File: src/rtl/bitscan_pkg.sv
package bitscan_pkg;
  typedef enum logic [3:0] {
    OP_CNT_ZERO  = 4'd0,
    OP_LOW_ZERO  = 4'd1,
    OP_LOW_ONE   = 4'd2,
    OP_HIGH_ONE  = 4'd3,
    OP_LEAD_ZERO = 4'd4,
    OP_SIGN_RUN  = 4'd5,
    OP_QUAD_EXP  = 4'd6,
    OP_QUAD_CMP  = 4'd7
  } bs_op_e;
endpackage

File: src/rtl/bs_popcnt.sv
module bs_popcnt #(
  parameter int W  = 64,
  localparam int CW = $clog2(W) + 1
) (
  input  logic [W-1:0]  vec_i,
  output logic [CW-1:0] cnt_o
);
  always_comb begin
    cnt_o = '0;
    for (int i = 0; i < W; i++) cnt_o = cnt_o + CW'(vec_i[i]);
  end
endmodule

File: src/rtl/bs_find.sv
module bs_find #(
  parameter int W        = 64,
  parameter bit FROM_MSB = 1'b0,
  localparam int IW      = $clog2(W)
) (
  input  logic [W-1:0]  vec_i,
  output logic          found_o,
  output logic [IW-1:0] idx_o
);
  assign found_o = |vec_i;

  generate
    if (FROM_MSB) begin : g_msb
      // ascending scan: last hit is the highest set bit
      always_comb begin
        idx_o = '0;
        for (int i = 0; i < W; i++) if (vec_i[i]) idx_o = IW'(i);
      end
    end else begin : g_lsb
      // descending scan: last hit is the lowest set bit
      always_comb begin
        idx_o = '0;
        for (int i = W - 1; i >= 0; i--) if (vec_i[i]) idx_o = IW'(i);
      end
    end
  endgenerate
endmodule

File: src/rtl/bs_quad.sv
module bs_quad #(
  parameter int W  = 64,
  localparam int G = W / 4
) (
  input  logic [W-1:0] vec_i,
  output logic [W-1:0] expand_o,
  output logic [G-1:0] compact_o
);
  for (genvar g = 0; g < G; g++) begin : g_grp
    assign compact_o[g]         = |vec_i[4*g +: 4];
    assign expand_o[4*g +: 4]   = {4{compact_o[g]}};
  end
endmodule

File: src/rtl/scalar_bitscan_unit.sv
module scalar_bitscan_unit
  import bitscan_pkg::*;
#(
  parameter int DATA_W   = 64,
  parameter int NARROW_W = 32,
  parameter int RES_W    = 32,
  localparam int IW      = $clog2(DATA_W),
  localparam int CW      = $clog2(DATA_W) + 1,
  localparam int GW      = DATA_W / 4
) (
  input  logic              clk_i,
  input  logic              rst_ni,
  input  logic              valid_i,
  input  logic [3:0]        op_i,
  input  logic              wide_i,
  input  logic [DATA_W-1:0] operand_i,
  output logic              valid_o,
  output logic [DATA_W-1:0] result_o,
  output logic              err_o
);
  logic [DATA_W-1:0] act_mask, act_val, inv_val, diff_val;
  logic              sign_bit;
  logic [RES_W-1:0]  width_v;

  assign act_mask = wide_i ? {DATA_W{1'b1}}
                           : {{(DATA_W-NARROW_W){1'b0}}, {NARROW_W{1'b1}}};
  assign act_val  = operand_i & act_mask;
  assign inv_val  = ~operand_i & act_mask;
  assign sign_bit = wide_i ? operand_i[DATA_W-1] : operand_i[NARROW_W-1];
  // bits that differ from the sign bit; zero for all-0 and all-1 operands
  assign diff_val = (operand_i ^ {DATA_W{sign_bit}}) & act_mask;
  assign width_v  = wide_i ? RES_W'(DATA_W) : RES_W'(NARROW_W);

  logic [CW-1:0] pop_cnt;
  bs_popcnt #(.W(DATA_W)) u_pop (.vec_i(act_val), .cnt_o(pop_cnt));

  logic          one_lo_f, zero_lo_f, one_hi_f, diff_hi_f;
  logic [IW-1:0] one_lo_i, zero_lo_i, one_hi_i, diff_hi_i;

  bs_find #(.W(DATA_W), .FROM_MSB(1'b0)) u_one_lo
    (.vec_i(act_val),  .found_o(one_lo_f),  .idx_o(one_lo_i));
  bs_find #(.W(DATA_W), .FROM_MSB(1'b0)) u_zero_lo
    (.vec_i(inv_val),  .found_o(zero_lo_f), .idx_o(zero_lo_i));
  bs_find #(.W(DATA_W), .FROM_MSB(1'b1)) u_one_hi
    (.vec_i(act_val),  .found_o(one_hi_f),  .idx_o(one_hi_i));
  bs_find #(.W(DATA_W), .FROM_MSB(1'b1)) u_diff_hi
    (.vec_i(diff_val), .found_o(diff_hi_f), .idx_o(diff_hi_i));

  logic [DATA_W-1:0] quad_exp;
  logic [GW-1:0]     quad_cmp;
  bs_quad #(.W(DATA_W)) u_quad
    (.vec_i(act_val), .expand_o(quad_exp), .compact_o(quad_cmp));

  logic [RES_W-1:0]  scal_res;
  logic [DATA_W-1:0] next_res;
  logic              next_err, is_scal;

  always_comb begin
    scal_res = '0;
    is_scal  = 1'b1;
    next_err = 1'b0;
    next_res = '0;
    case (op_i)
      OP_CNT_ZERO:  scal_res = width_v - RES_W'(pop_cnt);
      OP_LOW_ZERO:  scal_res = zero_lo_f ? RES_W'(zero_lo_i) : '1;
      OP_LOW_ONE:   scal_res = one_lo_f  ? RES_W'(one_lo_i)  : '1;
      OP_HIGH_ONE:  scal_res = one_hi_f  ? RES_W'(one_hi_i)  : '1;
      OP_LEAD_ZERO: scal_res = one_hi_f  ? width_v - 1'b1 - RES_W'(one_hi_i) : '1;
      OP_SIGN_RUN:  scal_res = diff_hi_f ? width_v - 1'b1 - RES_W'(diff_hi_i) : '1;
      OP_QUAD_EXP: begin
        is_scal  = 1'b0;
        next_res = quad_exp;
      end
      OP_QUAD_CMP: begin
        is_scal  = 1'b0;
        next_res = {{(DATA_W-GW){1'b0}}, quad_cmp};
      end
      default: begin
        is_scal  = 1'b0;
        next_err = 1'b1;
      end
    endcase
    if (is_scal) next_res = {{(DATA_W-RES_W){scal_res[RES_W-1]}}, scal_res};
  end

  always_ff @(posedge clk_i or negedge rst_ni) begin
    if (!rst_ni) begin
      valid_o  <= 1'b0;
      result_o <= '0;
      err_o    <= 1'b0;
    end else begin
      valid_o <= valid_i;
      if (valid_i) begin
        result_o <= next_res;
        err_o    <= next_err;
      end
    end
  end
endmodule

File: config.mk
export PLATFORM = sky130hd
export DESIGN_NAME = scalar_bitscan_unit
export DESIGN_NICKNAME = d
export VERILOG_FILES = /design/src/rtl/bitscan_pkg.sv /design/src/rtl/bs_popcnt.sv /design/src/rtl/bs_find.sv /design/src/rtl/bs_quad.sv /design/src/rtl/scalar_bitscan_unit.sv
export SDC_FILE = /design/constraint.sdc
export NUM_CORES = 1
export LEC_CHECK = 0
export BUFFER_PORTS_ARGS = -buffer_cell sky130_fd_sc_hd__buf_2
export CAP_MARGIN = 20
export CORE_ASPECT_RATIO = 1.2
export CORE_UTILIZATION = 40
export CTS_CLUSTER_DIAMETER = 200
export DETAILED_ROUTE_END_ITERATION = 10
export PLACE_DENSITY_LB_ADDON = 0.12
export SLEW_MARGIN = 10
export SYNTH_ARGS = -nofsm -noshare
export SYNTH_HDL_FRONTEND = slang
export SYNTH_SLANG_ARGS = --single-unit
File: constraint.sdc
create_clock -name clk_i -period 0.9 [get_ports clk_i]
set_clock_uncertainty 0.2 [all_clocks]
set_input_delay 0 -clock clk_i [delete_from_list [all_inputs] [get_ports clk_i]]
set_output_delay 0 -clock clk_i [all_outputs]
set_load 0.01 [all_outputs]
==> flow_summary.html, run 1 <==
<table>
<tr><th>Metric</th><th>Value</th></tr>
<tr><th colspan="2">STA</th></tr>
<tr><td>Fin worst setup slack</td><td>-6.62 ns</td></tr>
<tr><td>Final cycle utilization of the critical path</td><td>8.35</td></tr>
<tr><td>Final hold vios</td><td>1</td></tr>
<tr><td>Unrepaired setup endpoints after global routing</td><td>yes</td></tr>
<tr><td>Top achievable clock speed</td><td>133 MHz</td></tr>
<tr><td>Slew at the pin closest to its max-slew limit</td><td>0.575 ns</td></tr>
<tr><td>Final min period</td><td>7.52 ns</td></tr>
<tr><td>Endpoints failing setup</td><td>103</td></tr>
<tr><td>Total negative slack for setup checks</td><td>-241.66 ns</td></tr>
<tr><td>Max-slew violation count</td><td>0</td></tr>
<tr><td>Max-slew headroom at the worst pin</td><td>0.617</td></tr>
<tr><td>Worst hold slack</td><td>-0.116 ns</td></tr>
<tr><th colspan="2">Critical path</th></tr>
<tr><td>Largest driver fanout on the critical path</td><td>8</td></tr>
<tr><td>Most used cell along the critical path</td><td>fa_1</td></tr>
<tr><td>Number of buffer and inverter stages on the critical path</td><td>9</td></tr>
<tr><td>Start-to-end type of the worst setup path</td><td>in2reg</td></tr>
<tr><td>CP Data Arrival Time</td><td>7.45 ns</td></tr>
<tr><td>Critical path launch point type</td><td>primary input</td></tr>
<tr><td>Standard cell with the maximum stage delay on the critical path</td><td>fa_1</td></tr>
<tr><td>Required time of the worst setup path</td><td>0.83 ns</td></tr>
<tr><td>Category of the worst setup path capture point</td><td>flop</td></tr>
<tr><td>CP max stage delay</td><td>0.58 ns</td></tr>
<tr><td>Largest delay contributor family on the critical path</td><td>adder cells</td></tr>
<tr><th colspan="2">Synthesis</th></tr>
<tr><td>Cell type with the largest total area after synthesis</td><td>fa_1</td></tr>
<tr><td>Synth Area per Inst</td><td>6.97 µm²</td></tr>
<tr><td>Total nets after synthesis</td><td>1,329</td></tr>
<tr><td>Sequential fraction of the synthesis area</td><td>0.116</td></tr>
<tr><td>Predominant post-synthesis flop cell</td><td>dfrtp_1</td></tr>
<tr><td>Top cells by area, synth</td><td>fa_1, dfrtp_1, nand2_1</td></tr>
<tr><td>Distinct cell type count after synthesis</td><td>76</td></tr>
<tr><td>Most used standard cells in the synthesized netlist</td><td>nand2_1, nor2_1, inv_1, clkbuf_1, a21oi_1</td></tr>
<tr><td>Post-Synthesis Cells</td><td>1,178</td></tr>
<tr><td>Number of synthesized flops with an enable pin</td><td>0</td></tr>
<tr><td>Area share of the largest cell type after synthesis</td><td>0.134</td></tr>
<tr><td>Async set-reset flop share out of synthesis</td><td>1.00</td></tr>
<tr><td>#FFs+latches synth</td><td>38</td></tr>
<tr><td>Yosys warns</td><td>0</td></tr>
<tr><td>Library cell with the highest instance count after synthesis</td><td>nand2_1</td></tr>
<tr><td>Synthesized cell area</td><td>8210 µm²</td></tr>
<tr><th colspan="2">GRT</th></tr>
<tr><td>First-pass GRT wire length</td><td>57.4 mm</td></tr>
<tr><td>Initial antenna violation count</td><td>1</td></tr>
<tr><td>Final global-route overflow total</td><td>0</td></tr>
<tr><td>Overall global routing resource usage</td><td>0.354</td></tr>
<tr><td>Vias in the first global route</td><td>10,400</td></tr>
<tr><td>Largest net degree at the start of global routing</td><td>54</td></tr>
<tr><th colspan="2">Status</th></tr>
<tr><td>Status</td><td>complete, but fails checks</td></tr>
<tr><td>Violations in the final reports</td><td>hold timing, setup timing</td></tr>
<tr><th colspan="2">Pwr</th></tr>
<tr><td>Peak supply drop</td><td>5510 µV</td></tr>
<tr><td>Power density over cell area</td><td>2800 nW/µm²</td></tr>
<tr><td>PnR Total Power</td><td>34.2 mW</td></tr>
<tr><td>Static Leak</td><td>5.64 nW</td></tr>
<tr><th colspan="2">Drt</th></tr>
<tr><td>Initial DRT Pass Iterations</td><td>6</td></tr>
<tr><td>DRC violations left</td><td>0</td></tr>
<tr><td>Sum of routed wire length over all layers</td><td>36.9 mm</td></tr>
<tr><td>Mean routed wirelength per cell</td><td>20.0 µm</td></tr>
<tr><td>Average vias per placed instance</td><td>5.78</td></tr>
<tr><td>Detail Route Antenna Nets</td><td>0</td></tr>
<tr><td>Number of violations reported at the end of detailed-routing iteration 0</td><td>819</td></tr>
<tr><td>Overall via count from detail_route</td><td>10,600</td></tr>
<tr><th colspan="2">Min path</th></tr>
<tr><td>Classification of the worst-slack hold path</td><td>in2reg</td></tr>
<tr><th colspan="2">Clock network</th></tr>
<tr><td>CTS H-Tree Depth</td><td>2</td></tr>
<tr><td>TritonCTS clock tree</td><td>done</td></tr>
<tr><td>Clock network latency to the later pin of the worst-skew pair</td><td>0.29 ns</td></tr>
<tr><td>Root Driver</td><td>clkbuf_16</td></tr>
<tr><td>Buffer levels on the longest clock path</td><td>2</td></tr>
<tr><td>Total clock buffers created by CTS</td><td>5</td></tr>
<tr><td>TritonCTS Sinks</td><td>38</td></tr>
<tr><td>CTS Hold Bufs</td><td>1</td></tr>
<tr><td>Clock transition time at the flip-flop clock pins of the worst setup and hold paths</td><td>0.06 ns</td></tr>
<tr><th colspan="2">Layout</th></tr>
<tr><td>Net count of the finished layout</td><td>1,727</td></tr>
<tr><td>Final core occ</td><td>0.607</td></tr>
<tr><td>Growth of design area from synthesis to finish</td><td>49.2%</td></tr>
<tr><td>Post-Layout Cell Count</td><td>1,842</td></tr>
<tr><td>Fin area</td><td>12,200 µm²</td></tr>
<tr><td>Fraction of layout instances using a drive strength above 1</td><td>0.378</td></tr>
<tr><td>Antenna cell count</td><td>0</td></tr>
<tr><th colspan="2">Die</th></tr>
<tr><td>Die extent in x</td><td>133 µm</td></tr>
<tr><td>Y dimension of the die</td><td>159 µm</td></tr>
<tr><td>Total Die Area</td><td>21,100 µm²</td></tr>
<tr><td>Initial core utilization</td><td>0.407</td></tr>
<tr><td>Area of the placeable core</td><td>20,200 µm²</td></tr>
<tr><td>I/O pins</td><td>138</td></tr>
<tr><td>FP Rows</td><td>57</td></tr>
<tr><th colspan="2">Placed design</th></tr>
<tr><td>Number of port buffers</td><td>137</td></tr>
<tr><td>Cell count after placement</td><td>1,807</td></tr>
<tr><td>Worst slack, placed</td><td>-7.34 ns</td></tr>
<tr><td>Area of placed instances</td><td>11,300 µm²</td></tr>
<tr><td>Placer congestion estimate</td><td>1.08</td></tr>
<tr><td>Half-perimeter wire length of the detailed placement result</td><td>30.2 mm</td></tr>
<tr><th colspan="2">Job</th></tr>
<tr><td>Max-cap violations</td><td>0</td></tr>
</table>
## layout by cell type, fill, tap and decap left out, types with 29 or more instances in the layout
cell type | Yosys | final
nand3_1 | 41 | 39
a21oi_1 | 79 | 76
nand2_1 | 117 | 115
buf_6 | 2 | 63
buf_2 | 3 | 98
inv_1 | 99 | 93
buf_4 | 28 | 352
fa_1 | 55 | 52
a31oi_1 | 36 | 35
nor3_1 | 35 | 34
o21ai_0 | 74 | 71
dfrtp_1 | 38 | 38
nor2_1 | 114 | 106
nand4_1 | 29 | 29
## what timing repair did
item / 4_1_cts / 5_1_grt
cloned: 1 / 0
pin swaps: 24 / 18
endpoints found under the setup margin: 103 / 103
setup buffers: 24 / 3
gates resized for setup: 90 / 21
hold endpoints to repair: 39 / 1
## flip-flops by register name, indices dropped and copies added, names as in the netlist
signal,flops
err_o,1
result_o,36
valid_o,1
## power by group
group	total (mW)	internal, mW	switching, mW
logic	30.2	15.6	14.5
clock network	2.00	1.30	0.704
registers	2.08	1.94	0.140
total	34.2	18.9	15.4
## worst paths after layout
| path | from | end | slack (ns) | cells past startpoint |
|---|---|---|---|---|
| min | op_i[3] | err_o | -0.12 | 3 |
| min reg2reg | err_o | err_o | 0.31 | 1 |
| max reg2reg | result_o[1] | result_o[1] | -0.19 | 2 |
| max | wide_i | result_o[10] | -6.62 | 31 |
| max in group asynchronous | rst_ni | result_o[0] | 0.30 | 3 |
| min in group asynchronous | rst_ni | result_o[4] | 0.01 | 3 |
## cells by family (layout without fill, tap and decap cells)
| logic type | after synthesis | count (layout) | share of synthesized area |
|---|---|---|---|
| adder cells (fa/ha/maj) | 79 | 79 | 0.171 |
| multiplexers | 7 | 7 | 0.00884 |
| XOR/XNOR | 8 | 8 | 0.00854 |
| other | 1 | 1 | 0.000457 |
| AO/OA/AOI/OAI | 359 | 359 | 0.297 |
| buffers and inverters | 226 | 625 | 0.120 |
| AND/OR/NAND/NOR | 460 | 460 | 0.279 |
| flip-flops | 38 | 38 | 0.116 |
## worst register-to-register path: cells and delay by family, from the launching register on
kind,cells,cell delay (ns)
AOI/OAI and AO/OA,2,0.36
DFF,1,0.39
## layer usage
| layer | global-route usage | up-vias | part of all wire |
|---|---|---|---|
| met1 | 0.422 | 5036 | 0.39 |
| met2 | 0.615 | 464 | 0.48 |
| met5 | 0 | - | 0.00035 |
| met3 | 0.0463 | 100 | 0.068 |
| met4 | 0.190 | 2 | 0.061 |
| li1 | - | 5041 | - |
## area by class of cell
type                       count  area, µm²
fill                        1918       7940
multi-input combinational    914       6490
timing repair buffer         518       3930
sequential                    38        951
inverter                      99        375
tap                          265        332
clock buffer                   5        125
clock inverter                 3       40.0
(Power assumes the default switching activity.)
==> inputs of run 2 (changes only) <==
--- a/config.mk
+++ b/config.mk
@@ -12,6 +12,7 @@
 export CTS_CLUSTER_DIAMETER = 200
 export DETAILED_ROUTE_END_ITERATION = 10
 export PLACE_DENSITY_LB_ADDON = 0.12
+export SETUP_SLACK_MARGIN = 0.3
 export SLEW_MARGIN = 10
 export SYNTH_ARGS = -nofsm -noshare
 export SYNTH_HDL_FRONTEND = slang
==> flow_summary.html, run 2 (synthesis results as in run 1) <==
<table>
<tr><th>Metric</th><th>Value</th></tr>
<tr><th colspan="2">Status</th></tr>
<tr><td>Status</td><td>complete, but fails checks (unchanged)</td></tr>
<tr><td>Violations in the final reports</td><td>hold timing, setup timing (unchanged)</td></tr>
<tr><th colspan="2">STA</th></tr>
<tr><td>Max-slew headroom at the worst pin</td><td>0.524 (was 0.617)</td></tr>
<tr><td>Final min period</td><td>7.54 ns (was 7.52 ns)</td></tr>
<tr><td>Unrepaired setup endpoints after global routing</td><td>yes (unchanged)</td></tr>
<tr><td>Max-slew violation count</td><td>0 (unchanged)</td></tr>
<tr><td>Fin worst setup slack</td><td>-6.64 ns (was -6.62 ns)</td></tr>
<tr><td>Endpoints failing setup</td><td>103 (unchanged)</td></tr>
<tr><td>Final hold vios</td><td>41 (was 1)</td></tr>
<tr><td>Worst hold slack</td><td>-0.532 ns (was -0.116 ns)</td></tr>
<tr><td>Top achievable clock speed</td><td>133 MHz (about the same)</td></tr>
<tr><td>Final cycle utilization of the critical path</td><td>8.38 (was 8.35)</td></tr>
<tr><td>Slew at the pin closest to its max-slew limit</td><td>0.713 ns (was 0.575 ns)</td></tr>
<tr><td>Total negative slack for setup checks</td><td>-241.80 ns (was -241.66 ns)</td></tr>
<tr><th colspan="2">Drt</th></tr>
<tr><td>DRC violations left</td><td>0 (unchanged)</td></tr>
<tr><td>Number of violations reported at the end of detailed-routing iteration 0</td><td>881 (was 819)</td></tr>
<tr><td>Average vias per placed instance</td><td>5.82 (was 5.78)</td></tr>
<tr><td>Mean routed wirelength per cell</td><td>19.9 µm (was 20.0 µm)</td></tr>
<tr><td>Overall via count from detail_route</td><td>10,800 (was 10,600)</td></tr>
<tr><td>Sum of routed wire length over all layers</td><td>36.9 mm (about the same)</td></tr>
<tr><td>Initial DRT Pass Iterations</td><td>6 (unchanged)</td></tr>
<tr><td>Detail Route Antenna Nets</td><td>0 (unchanged)</td></tr>
<tr><th colspan="2">Clock network</th></tr>
<tr><td>Total clock buffers created by CTS</td><td>5 (unchanged)</td></tr>
<tr><td>Clock transition time at the flip-flop clock pins of the worst setup and hold paths</td><td>0.06 ns (about the same)</td></tr>
<tr><td>TritonCTS Sinks</td><td>38 (unchanged)</td></tr>
<tr><td>Clock network latency to the later pin of the worst-skew pair</td><td>0.29 ns (about the same)</td></tr>
<tr><td>Buffer levels on the longest clock path</td><td>2 (unchanged)</td></tr>
<tr><td>TritonCTS clock tree</td><td>done (unchanged)</td></tr>
<tr><td>CTS H-Tree Depth</td><td>2 (unchanged)</td></tr>
<tr><td>Root Driver</td><td>clkbuf_16 (unchanged)</td></tr>
<tr><th colspan="2">Critical path</th></tr>
<tr><td>Depth of the worst register-to-register path</td><td>3 (was 2)</td></tr>
<tr><td>R2R Setup Slk</td><td>-0.18 ns (was -0.19 ns)</td></tr>
<tr><td>Start-to-end type of the worst setup path</td><td>in2reg (unchanged)</td></tr>
<tr><td>Category of the worst setup path capture point</td><td>flop (unchanged)</td></tr>
<tr><td>Required time of the worst setup path</td><td>0.85 ns (was 0.83 ns)</td></tr>
<tr><td>Largest driver fanout on the critical path</td><td>8 (unchanged)</td></tr>
<tr><td>Number of buffer and inverter stages on the critical path</td><td>10 (was 9)</td></tr>
<tr><td>CP startpoint</td><td>wide_i (unchanged)</td></tr>
<tr><td>CP max stage delay</td><td>0.52 ns (was 0.58 ns)</td></tr>
<tr><td>CP Data Arrival Time</td><td>7.49 ns (was 7.45 ns)</td></tr>
<tr><td>Worst R2R End</td><td>result_o[2] (was result_o[1])</td></tr>
<tr><td>Start of the worst register-to-register path</td><td>result_o[2] (was result_o[1])</td></tr>
<tr><td>Standard cell with the maximum stage delay on the critical path</td><td>fa_1 (unchanged)</td></tr>
<tr><td>Critical path launch point type</td><td>primary input (unchanged)</td></tr>
<tr><td>Largest delay contributor family on the critical path</td><td>adder cells (unchanged)</td></tr>
<tr><td>Most used cell along the critical path</td><td>fa_1 (unchanged)</td></tr>
<tr><th colspan="2">Die</th></tr>
<tr><td>FP Rows</td><td>57 (unchanged)</td></tr>
<tr><td>Y dimension of the die</td><td>159 µm (unchanged)</td></tr>
<tr><td>Area of the placeable core</td><td>20,200 µm² (unchanged)</td></tr>
<tr><td>I/O pins</td><td>138 (unchanged)</td></tr>
<tr><td>Total Die Area</td><td>21,100 µm² (unchanged)</td></tr>
<tr><td>Initial core utilization</td><td>0.407 (unchanged)</td></tr>
<tr><td>Die extent in x</td><td>133 µm (unchanged)</td></tr>
<tr><th colspan="2">GRT</th></tr>
<tr><td>Largest net degree at the start of global routing</td><td>53 (was 54)</td></tr>
<tr><td>First-pass GRT wire length</td><td>57.1 mm (was 57.4 mm)</td></tr>
<tr><td>Initial antenna violation count</td><td>0 (was 1)</td></tr>
<tr><td>Overall global routing resource usage</td><td>0.349 (was 0.354)</td></tr>
<tr><td>Vias in the first global route</td><td>10,300 (was 10,400)</td></tr>
<tr><td>Final global-route overflow total</td><td>0 (unchanged)</td></tr>
<tr><th colspan="2">Layout</th></tr>
<tr><td>Largest registers</td><td>result_o x36, err_o x1, valid_o x1 (unchanged)</td></tr>
<tr><td>Register Area</td><td>953 µm² (was 951 µm²)</td></tr>
<tr><td>Most common cell after layout, fill and taps aside</td><td>buf_4 (unchanged)</td></tr>
<tr><td>Fraction of layout instances using a drive strength above 1</td><td>0.385 (was 0.378)</td></tr>
<tr><td>Growth of design area from synthesis to finish</td><td>51.8% (was 49.2%)</td></tr>
<tr><td>Most frequent cells in the layout</td><td>buf_4, nand2_1, nor2_1 (unchanged)</td></tr>
<tr><td>Fin area</td><td>12,500 µm² (was 12,200 µm²)</td></tr>
<tr><td>Flip-flop count of the largest register after layout</td><td>36 (unchanged)</td></tr>
<tr><td>Antenna cell count</td><td>0 (unchanged)</td></tr>
<tr><td>Number of inserted filler cells in the final layout</td><td>1,886 (was 1,918)</td></tr>
<tr><td>Multi-input logic area</td><td>6480 µm² (was 6490 µm²)</td></tr>
<tr><td>Register name with the most flops</td><td>result_o (unchanged)</td></tr>
<tr><td>Net count of the finished layout</td><td>1,741 (was 1,727)</td></tr>
<tr><th colspan="2">Placed design</th></tr>
<tr><td>Number of port buffers</td><td>137 (unchanged)</td></tr>
<tr><td>Half-perimeter wire length of the detailed placement result</td><td>29.7 mm (was 30.2 mm)</td></tr>
<tr><td>Placer congestion estimate</td><td>1.02 (was 1.08)</td></tr>
<tr><td>Worst slack, placed</td><td>-7.26 ns (was -7.34 ns)</td></tr>
<tr><td>Area of placed instances</td><td>11,300 µm² (about the same)</td></tr>
<tr><th colspan="2">Pwr</th></tr>
<tr><td>Relative contribution of combinational cells to total power</td><td>0.879 (was 0.881)</td></tr>
<tr><td>Sequential fraction of design power</td><td>0.057 (was 0.061)</td></tr>
<tr><td>Peak supply drop</td><td>6440 µV (was 5510 µV)</td></tr>
<tr><td>Net switching share of the total power</td><td>0.434 (was 0.449)</td></tr>
<tr><td>Power density over cell area</td><td>2950 nW/µm² (was 2800 nW/µm²)</td></tr>
<tr><td>Int Pwr</td><td>20.8 mW (was 18.9 mW)</td></tr>
<tr><td>Static Leak</td><td>5.74 nW (was 5.64 nW)</td></tr>
<tr><td>Clock network fraction of total power</td><td>0.064 (was 0.058)</td></tr>
<tr><td>Reported net switching power</td><td>15.9 mW (was 15.4 mW)</td></tr>
<tr><th colspan="2">Min path</th></tr>
<tr><td>Classification of the worst-slack hold path</td><td>in2async (was in2reg)</td></tr>
<tr><th colspan="2">Job</th></tr>
<tr><td>Max-cap violations</td><td>0 (unchanged)</td></tr>
</table>
## run 2: cell types whose count changed in the layout (fill, tap and decap cells not counted), sizes merged
cell / change
clkinv: -2
clkbuf: +1
bufinv: +1
buf: +15
dlygate4sd3: -1
## run 2: how the worst max path moves through the flow
stage                         to  depth (start not counted)
global placement    result_o[11]                         30
detailed placement  result_o[11]                         30
global route        result_o[35]                         32
floorplan           result_o[35]                         35
finish              result_o[55]                         32
CTS                 result_o[55]                         32
## run 2: what timing repair did
| action | in CTS | in global routing |
|---|---|---|
| hold endpoints to repair | 41 | 41 |
| resized for setup | 93 | 24 |
| setup endpoints to repair | 103 | 103 |
| buffers inserted | 35 | 4 |
| gates cloned | 2 | 0 |
| pin swaps | 37 | 16 |
## run 2: power by group through the flow
stage	registers (mW)	logic [mW]	clock network (mW)
2_1_floorplan	2.24	15.4	0
6_report	2.09	32.3	2.37
5_1_grt	2.11	33.0	2.46
4_1_cts	2.08	30.2	2.39
3_5_place_dp	2.10	25.2	0
3_3_place_gp	2.09	24.7	0
## run 2: layer usage
metal | vias up | global-route usage | wire, µm
met5 | - | 0 | 0
met4 | 0 | 0.189 | 2240
met3 | 114 | 0.0402 | 2270
met2 | 507 | 0.599 | 17900
met1 | 5134 | 0.424 | 14500
li1 | 5054 | - | -
## run 2: per-stage QoR
stage / hold WS [ns] / power [mW] / utilization / instances
after detailed placement: -0.220 / 27.3 / 0.562 / 1807
after CTS: -0.525 / 34.6 / 0.610 / 1852
after floorplan: -0.496 / 17.7 / - / 1178
after global routing: -0.517 / 37.6 / 0.617 / 1856
final: -0.532 / 36.7 / 0.617 / 1856
after global placement: -0.224 / 26.8 / 0.562 / 1807
## run 2: area by class of cell
type | instances | share of cell area
clock buffers | 6 | 0.0112
clock inverters | 2 | 0.00482
inverters | 99 | 0.0301
multi-input cells | 914 | 0.521
flip-flops and latches | 38 | 0.0766
well taps | 265 | 0.0266
repair buffers | 532 | 0.330
## run 2: worst reg2reg max path, cell delays in order, from the launching register on
cell	delay, ns
dfrtp_1	0.39
buf_4	0.13
o22ai_1	0.16
a31oi_1	0.06
==> inputs of run 3 (changes only) <==
--- a/config.mk
+++ b/config.mk
@@ -16,4 +16,5 @@
 export SLEW_MARGIN = 10
 export SYNTH_ARGS = -nofsm -noshare
 export SYNTH_HDL_FRONTEND = slang
+export SYNTH_HIERARCHICAL = 1
 export SYNTH_SLANG_ARGS = --single-unit
==> flow_summary.html, run 3 <==
<table>
<tr><th>Metric</th><th>Value</th></tr>
<tr><th colspan="2">Layout</th></tr>
<tr><td>Net count of the finished layout</td><td>2,112 (was 1,741)</td></tr>
<tr><td>Number of inserted filler cells in the final layout</td><td>2,532 (was 1,886)</td></tr>
<tr><td>Final core occ</td><td>0.593 (was 0.617)</td></tr>
<tr><td>Post-Layout Cell Count</td><td>2,310 (was 1,856)</td></tr>
<tr><td>Most common cell after layout, fill and taps aside</td><td>buf_4 (unchanged)</td></tr>
<tr><td>Register name with the most flops</td><td>result_o (unchanged)</td></tr>
<tr><td>Antenna cell count</td><td>0 (unchanged)</td></tr>
<tr><td>Multi-input logic area</td><td>8250 µm² (was 6480 µm²)</td></tr>
<tr><td>Most frequent cells in the layout</td><td>buf_4, nor2_1, inv_1 (was buf_4, nand2_1, nor2_1)</td></tr>
<tr><td>Largest registers</td><td>result_o x64, err_o x1, valid_o x1 (was result_o x36, err_o x1, valid_o x1)</td></tr>
<tr><td>Fin area</td><td>16,100 µm² (was 12,500 µm²)</td></tr>
<tr><td>Growth of design area from synthesis to finish</td><td>45.6% (was 51.8%)</td></tr>
<tr><td>Register Area</td><td>1650 µm² (was 953 µm²)</td></tr>
<tr><td>Flip-flop count of the largest register after layout</td><td>64 (was 36)</td></tr>
<tr><td>Fraction of layout instances using a drive strength above 1</td><td>0.385 (about the same)</td></tr>
<tr><th colspan="2">Clock network</th></tr>
<tr><td>Buffer levels on the longest clock path</td><td>2 (unchanged)</td></tr>
<tr><td>Root Driver</td><td>clkbuf_16 (unchanged)</td></tr>
<tr><td>Clock network latency to the later pin of the worst-skew pair</td><td>0.32 ns (was 0.29 ns)</td></tr>
<tr><td>TritonCTS clock tree</td><td>done (unchanged)</td></tr>
<tr><td>Clock transition time at the flip-flop clock pins of the worst setup and hold paths</td><td>0.06 ns (about the same)</td></tr>
<tr><td>CTS H-Tree Depth</td><td>3 (was 2)</td></tr>
<tr><td>Total clock buffers created by CTS</td><td>9 (was 5)</td></tr>
<tr><td>TritonCTS Sinks</td><td>66 (was 38)</td></tr>
<tr><th colspan="2">Die</th></tr>
<tr><td>FP Rows</td><td>66 (was 57)</td></tr>
<tr><td>Die extent in x</td><td>154 µm (was 133 µm)</td></tr>
<tr><td>Y dimension of the die</td><td>184 µm (was 159 µm)</td></tr>
<tr><td>I/O pins</td><td>138 (unchanged)</td></tr>
<tr><td>Total Die Area</td><td>28,200 µm² (was 21,100 µm²)</td></tr>
<tr><td>Area of the placeable core</td><td>27,100 µm² (was 20,200 µm²)</td></tr>
<tr><td>Initial core utilization</td><td>0.407 (about the same)</td></tr>
<tr><th colspan="2">STA</th></tr>
<tr><td>Worst hold slack</td><td>-0.623 ns (was -0.532 ns)</td></tr>
<tr><td>Total negative slack for setup checks</td><td>-385.66 ns (was -241.80 ns)</td></tr>
<tr><td>Fin worst setup slack</td><td>-5.93 ns (was -6.64 ns)</td></tr>
<tr><td>Endpoints failing setup</td><td>131 (was 103)</td></tr>
<tr><td>Unrepaired setup endpoints after global routing</td><td>yes (unchanged)</td></tr>
<tr><td>Top achievable clock speed</td><td>146 MHz (was 133 MHz)</td></tr>
<tr><td>Final hold vios</td><td>67 (was 41)</td></tr>
<tr><td>Final cycle utilization of the critical path</td><td>7.59 (was 8.38)</td></tr>
<tr><td>Final min period</td><td>6.83 ns (was 7.54 ns)</td></tr>
<tr><td>Max-slew violation count</td><td>0 (unchanged)</td></tr>
<tr><td>Slew at the pin closest to its max-slew limit</td><td>0.693 ns (was 0.713 ns)</td></tr>
<tr><td>Max-slew headroom at the worst pin</td><td>0.532 (was 0.524)</td></tr>
<tr><th colspan="2">Drt</th></tr>
<tr><td>Mean routed wirelength per cell</td><td>17.7 µm (was 19.9 µm)</td></tr>
<tr><td>Average vias per placed instance</td><td>5.32 (was 5.82)</td></tr>
<tr><td>Sum of routed wire length over all layers</td><td>40.9 mm (was 36.9 mm)</td></tr>
<tr><td>Detail Route Antenna Nets</td><td>0 (unchanged)</td></tr>
<tr><td>DRC violations left</td><td>0 (unchanged)</td></tr>
<tr><td>Number of violations reported at the end of detailed-routing iteration 0</td><td>560 (was 881)</td></tr>
<tr><td>Overall via count from detail_route</td><td>12,300 (was 10,800)</td></tr>
<tr><td>Initial DRT Pass Iterations</td><td>5 (was 6)</td></tr>
<tr><th colspan="2">Min path</th></tr>
<tr><td>Classification of the worst-slack hold path</td><td>in2async (unchanged)</td></tr>
<tr><th colspan="2">GRT</th></tr>
<tr><td>Vias in the first global route</td><td>12,200 (was 10,300)</td></tr>
<tr><td>Largest net degree at the start of global routing</td><td>48 (was 53)</td></tr>
<tr><td>First-pass GRT wire length</td><td>64.6 mm (was 57.1 mm)</td></tr>
<tr><td>Final global-route overflow total</td><td>0 (unchanged)</td></tr>
<tr><td>Initial antenna violation count</td><td>0 (unchanged)</td></tr>
<tr><td>Overall global routing resource usage</td><td>0.291 (was 0.349)</td></tr>
<tr><th colspan="2">Pwr</th></tr>
<tr><td>Power density over cell area</td><td>2810 nW/µm² (was 2950 nW/µm²)</td></tr>
<tr><td>Static Leak</td><td>7.42 nW (was 5.74 nW)</td></tr>
<tr><td>Peak supply drop</td><td>5810 µV (was 6440 µV)</td></tr>
<tr><td>PnR Total Power</td><td>45.1 mW (was 36.7 mW)</td></tr>
<tr><th colspan="2">Synthesis</th></tr>
<tr><td>Area share of the largest cell type after synthesis</td><td>0.150 (was 0.134)</td></tr>
<tr><td>Async set-reset flop share out of synthesis</td><td>1.00 (unchanged)</td></tr>
<tr><td>Yosys warns</td><td>6 (was 0)</td></tr>
<tr><td>Library cell with the highest instance count after synthesis</td><td>nor2_1 (was nand2_1)</td></tr>
<tr><td>Synthesized cell area</td><td>11,000 µm² (was 8210 µm²)</td></tr>
<tr><td>Top cells by area, synth</td><td>dfrtp_1, fa_1, nor2_1 (was fa_1, dfrtp_1, nand2_1)</td></tr>
<tr><td>Number of synthesized flops with an enable pin</td><td>0 (unchanged)</td></tr>
<tr><td>Most used standard cells in the synthesized netlist</td><td>nor2_1, inv_1, nand2_1, xnor2_1, dfrtp_1 (was nand2_1, nor2_1, inv_1, clkbuf_1, a21oi_1)</td></tr>
<tr><td>Synth Area per Inst</td><td>7.58 µm² (was 6.97 µm²)</td></tr>
<tr><td>Cell type with the largest total area after synthesis</td><td>dfrtp_1 (was fa_1)</td></tr>
<tr><td>Distinct cell type count after synthesis</td><td>79 (was 76)</td></tr>
<tr><td>Predominant post-synthesis flop cell</td><td>dfrtp_1 (unchanged)</td></tr>
<tr><td>Sequential fraction of the synthesis area</td><td>0.150 (was 0.116)</td></tr>
<tr><td>#FFs+latches synth</td><td>66 (was 38)</td></tr>
<tr><td>Post-Synthesis Cells</td><td>1,455 (was 1,178)</td></tr>
<tr><th colspan="2">Placed design</th></tr>
<tr><td>Worst slack, placed</td><td>-6.47 ns (was -7.26 ns)</td></tr>
<tr><td>Cell count after placement</td><td>2,246 (was 1,807)</td></tr>
<tr><td>Placer congestion estimate</td><td>0.952 (was 1.02)</td></tr>
<tr><td>Half-perimeter wire length of the detailed placement result</td><td>33.4 mm (was 29.7 mm)</td></tr>
<tr><td>Number of port buffers</td><td>137 (unchanged)</td></tr>
<tr><td>Area of placed instances</td><td>14,800 µm² (was 11,300 µm²)</td></tr>
<tr><th colspan="2">Job</th></tr>
<tr><td>Max-cap violations</td><td>0 (unchanged)</td></tr>
<tr><th colspan="2">Critical path</th></tr>
<tr><td>Required time of the worst setup path</td><td>0.96 ns (was 0.85 ns)</td></tr>
<tr><td>Start-to-end type of the worst setup path</td><td>in2reg (unchanged)</td></tr>
<tr><td>Critical path launch point type</td><td>primary input (unchanged)</td></tr>
<tr><td>CP Data Arrival Time</td><td>6.88 ns (was 7.49 ns)</td></tr>
<tr><td>CP startpoint</td><td>wide_i (unchanged)</td></tr>
<tr><td>Category of the worst setup path capture point</td><td>flop (unchanged)</td></tr>
<tr><td>Start of the worst register-to-register path</td><td>result_o[44] (was result_o[2])</td></tr>
<tr><td>Largest driver fanout on the critical path</td><td>8 (unchanged)</td></tr>
<tr><th colspan="2">Status</th></tr>
<tr><td>Status</td><td>complete, but fails checks (unchanged)</td></tr>
<tr><td>Violations in the final reports</td><td>hold timing, setup timing (unchanged)</td></tr>
</table>
run 3: cell count changes in the layout (fill, tap and decap cells not counted), sizes merged, moves of 33 or more:
| cell | before | now |
|---|---|---|
| buf | 532 | 602 |
| a31oi | 43 | 10 |
| inv | 98 | 173 |
| nor2 | 114 | 228 |
| xnor2 | 5 | 67 |
| nor4 | 26 | 69 |
run 3: worst max-delay path, stage by stage:
cell      delay (ns)
buf_12          0.12
buf_12          0.12
and2_1          0.16
fa_1            0.54
inv_1           0.05
fa_1            0.49
fa_1            0.52
fa_1            0.57
fa_1            0.45
fa_1            0.56
fa_2            0.43
fa_1            0.50
inv_2           0.05
ha_4            0.16
fa_2            0.36
a211o_1         0.34
a21oi_2         0.12
o21bai_1        0.07
inv_1           0.09
ha_4            0.21
a21oi_1         0.16
a31oi_2         0.13
and3_4          0.22
buf_12          0.15
buf_12          0.15
a21oi_4         0.13
run 3: final timing paths:
path                            slack (ns)  cells after the start            to
worst min register to register        0.31                      1         err_o
worst min-delay path                 -0.62                      1  result_o[28]
worst max-delay path                 -5.93                     26  result_o[63]
worst max register to register       -0.16                      3  result_o[44]
min in group clk_i                   -0.10                      4  result_o[13]
max in group asynchronous             0.64                      2  result_o[12]
run 3: per-layer routing:
metal / wire length, µm / track usage / vias to the layer above
met1: 17400 / 0.365 / 5852
met2: 20400 / 0.514 / 350
met5: 0 / 0 / -
met3: 1380 / 0.0170 / 84
li1: - / - / 5999
met4: 1730 / 0.128 / 0
run 3: cell families (layout without fill, tap and decap cells):
logic type	count (synthesis)	after routing	synth area share
other	1	5	0.000340
muxes	19	19	0.0175
xor gates and xnor gates	69	69	0.0548
and+or+nand+nor	633	633	0.303
AOI/OAI and AO/OA	311	311	0.226
adders and majority gates	75	75	0.123
buffers and inverters	281	792	0.126
DFF	66	66	0.150
run 3: final cells by class:
cell class / count / area share
well taps: 340 / 0.0265
inverters: 172 / 0.0404
repair buffers: 604 / 0.297
flip-flops and latches: 66 / 0.103
multi-input cells: 1112 / 0.513
clock buffers: 12 / 0.0153
clock inverters: 4 / 0.00460
run 3: what timing repair did:
item,in CTS,in global routing
buffers inserted,31,12
gates resized for setup,93,9
endpoints found under the hold margin,68,67
pin swaps,35,20
cloned,4,1
endpoints found under the setup margin,132,132
run 3: power by group:
| group | internal (mW) | switching [mW] | total [mW] |
|---|---|---|---|
| clock | 2.51 | 1.29 | 3.80 |
| sequential | 3.33 | 0.221 | 3.55 |
| combinational | 19.4 | 18.3 | 37.7 |
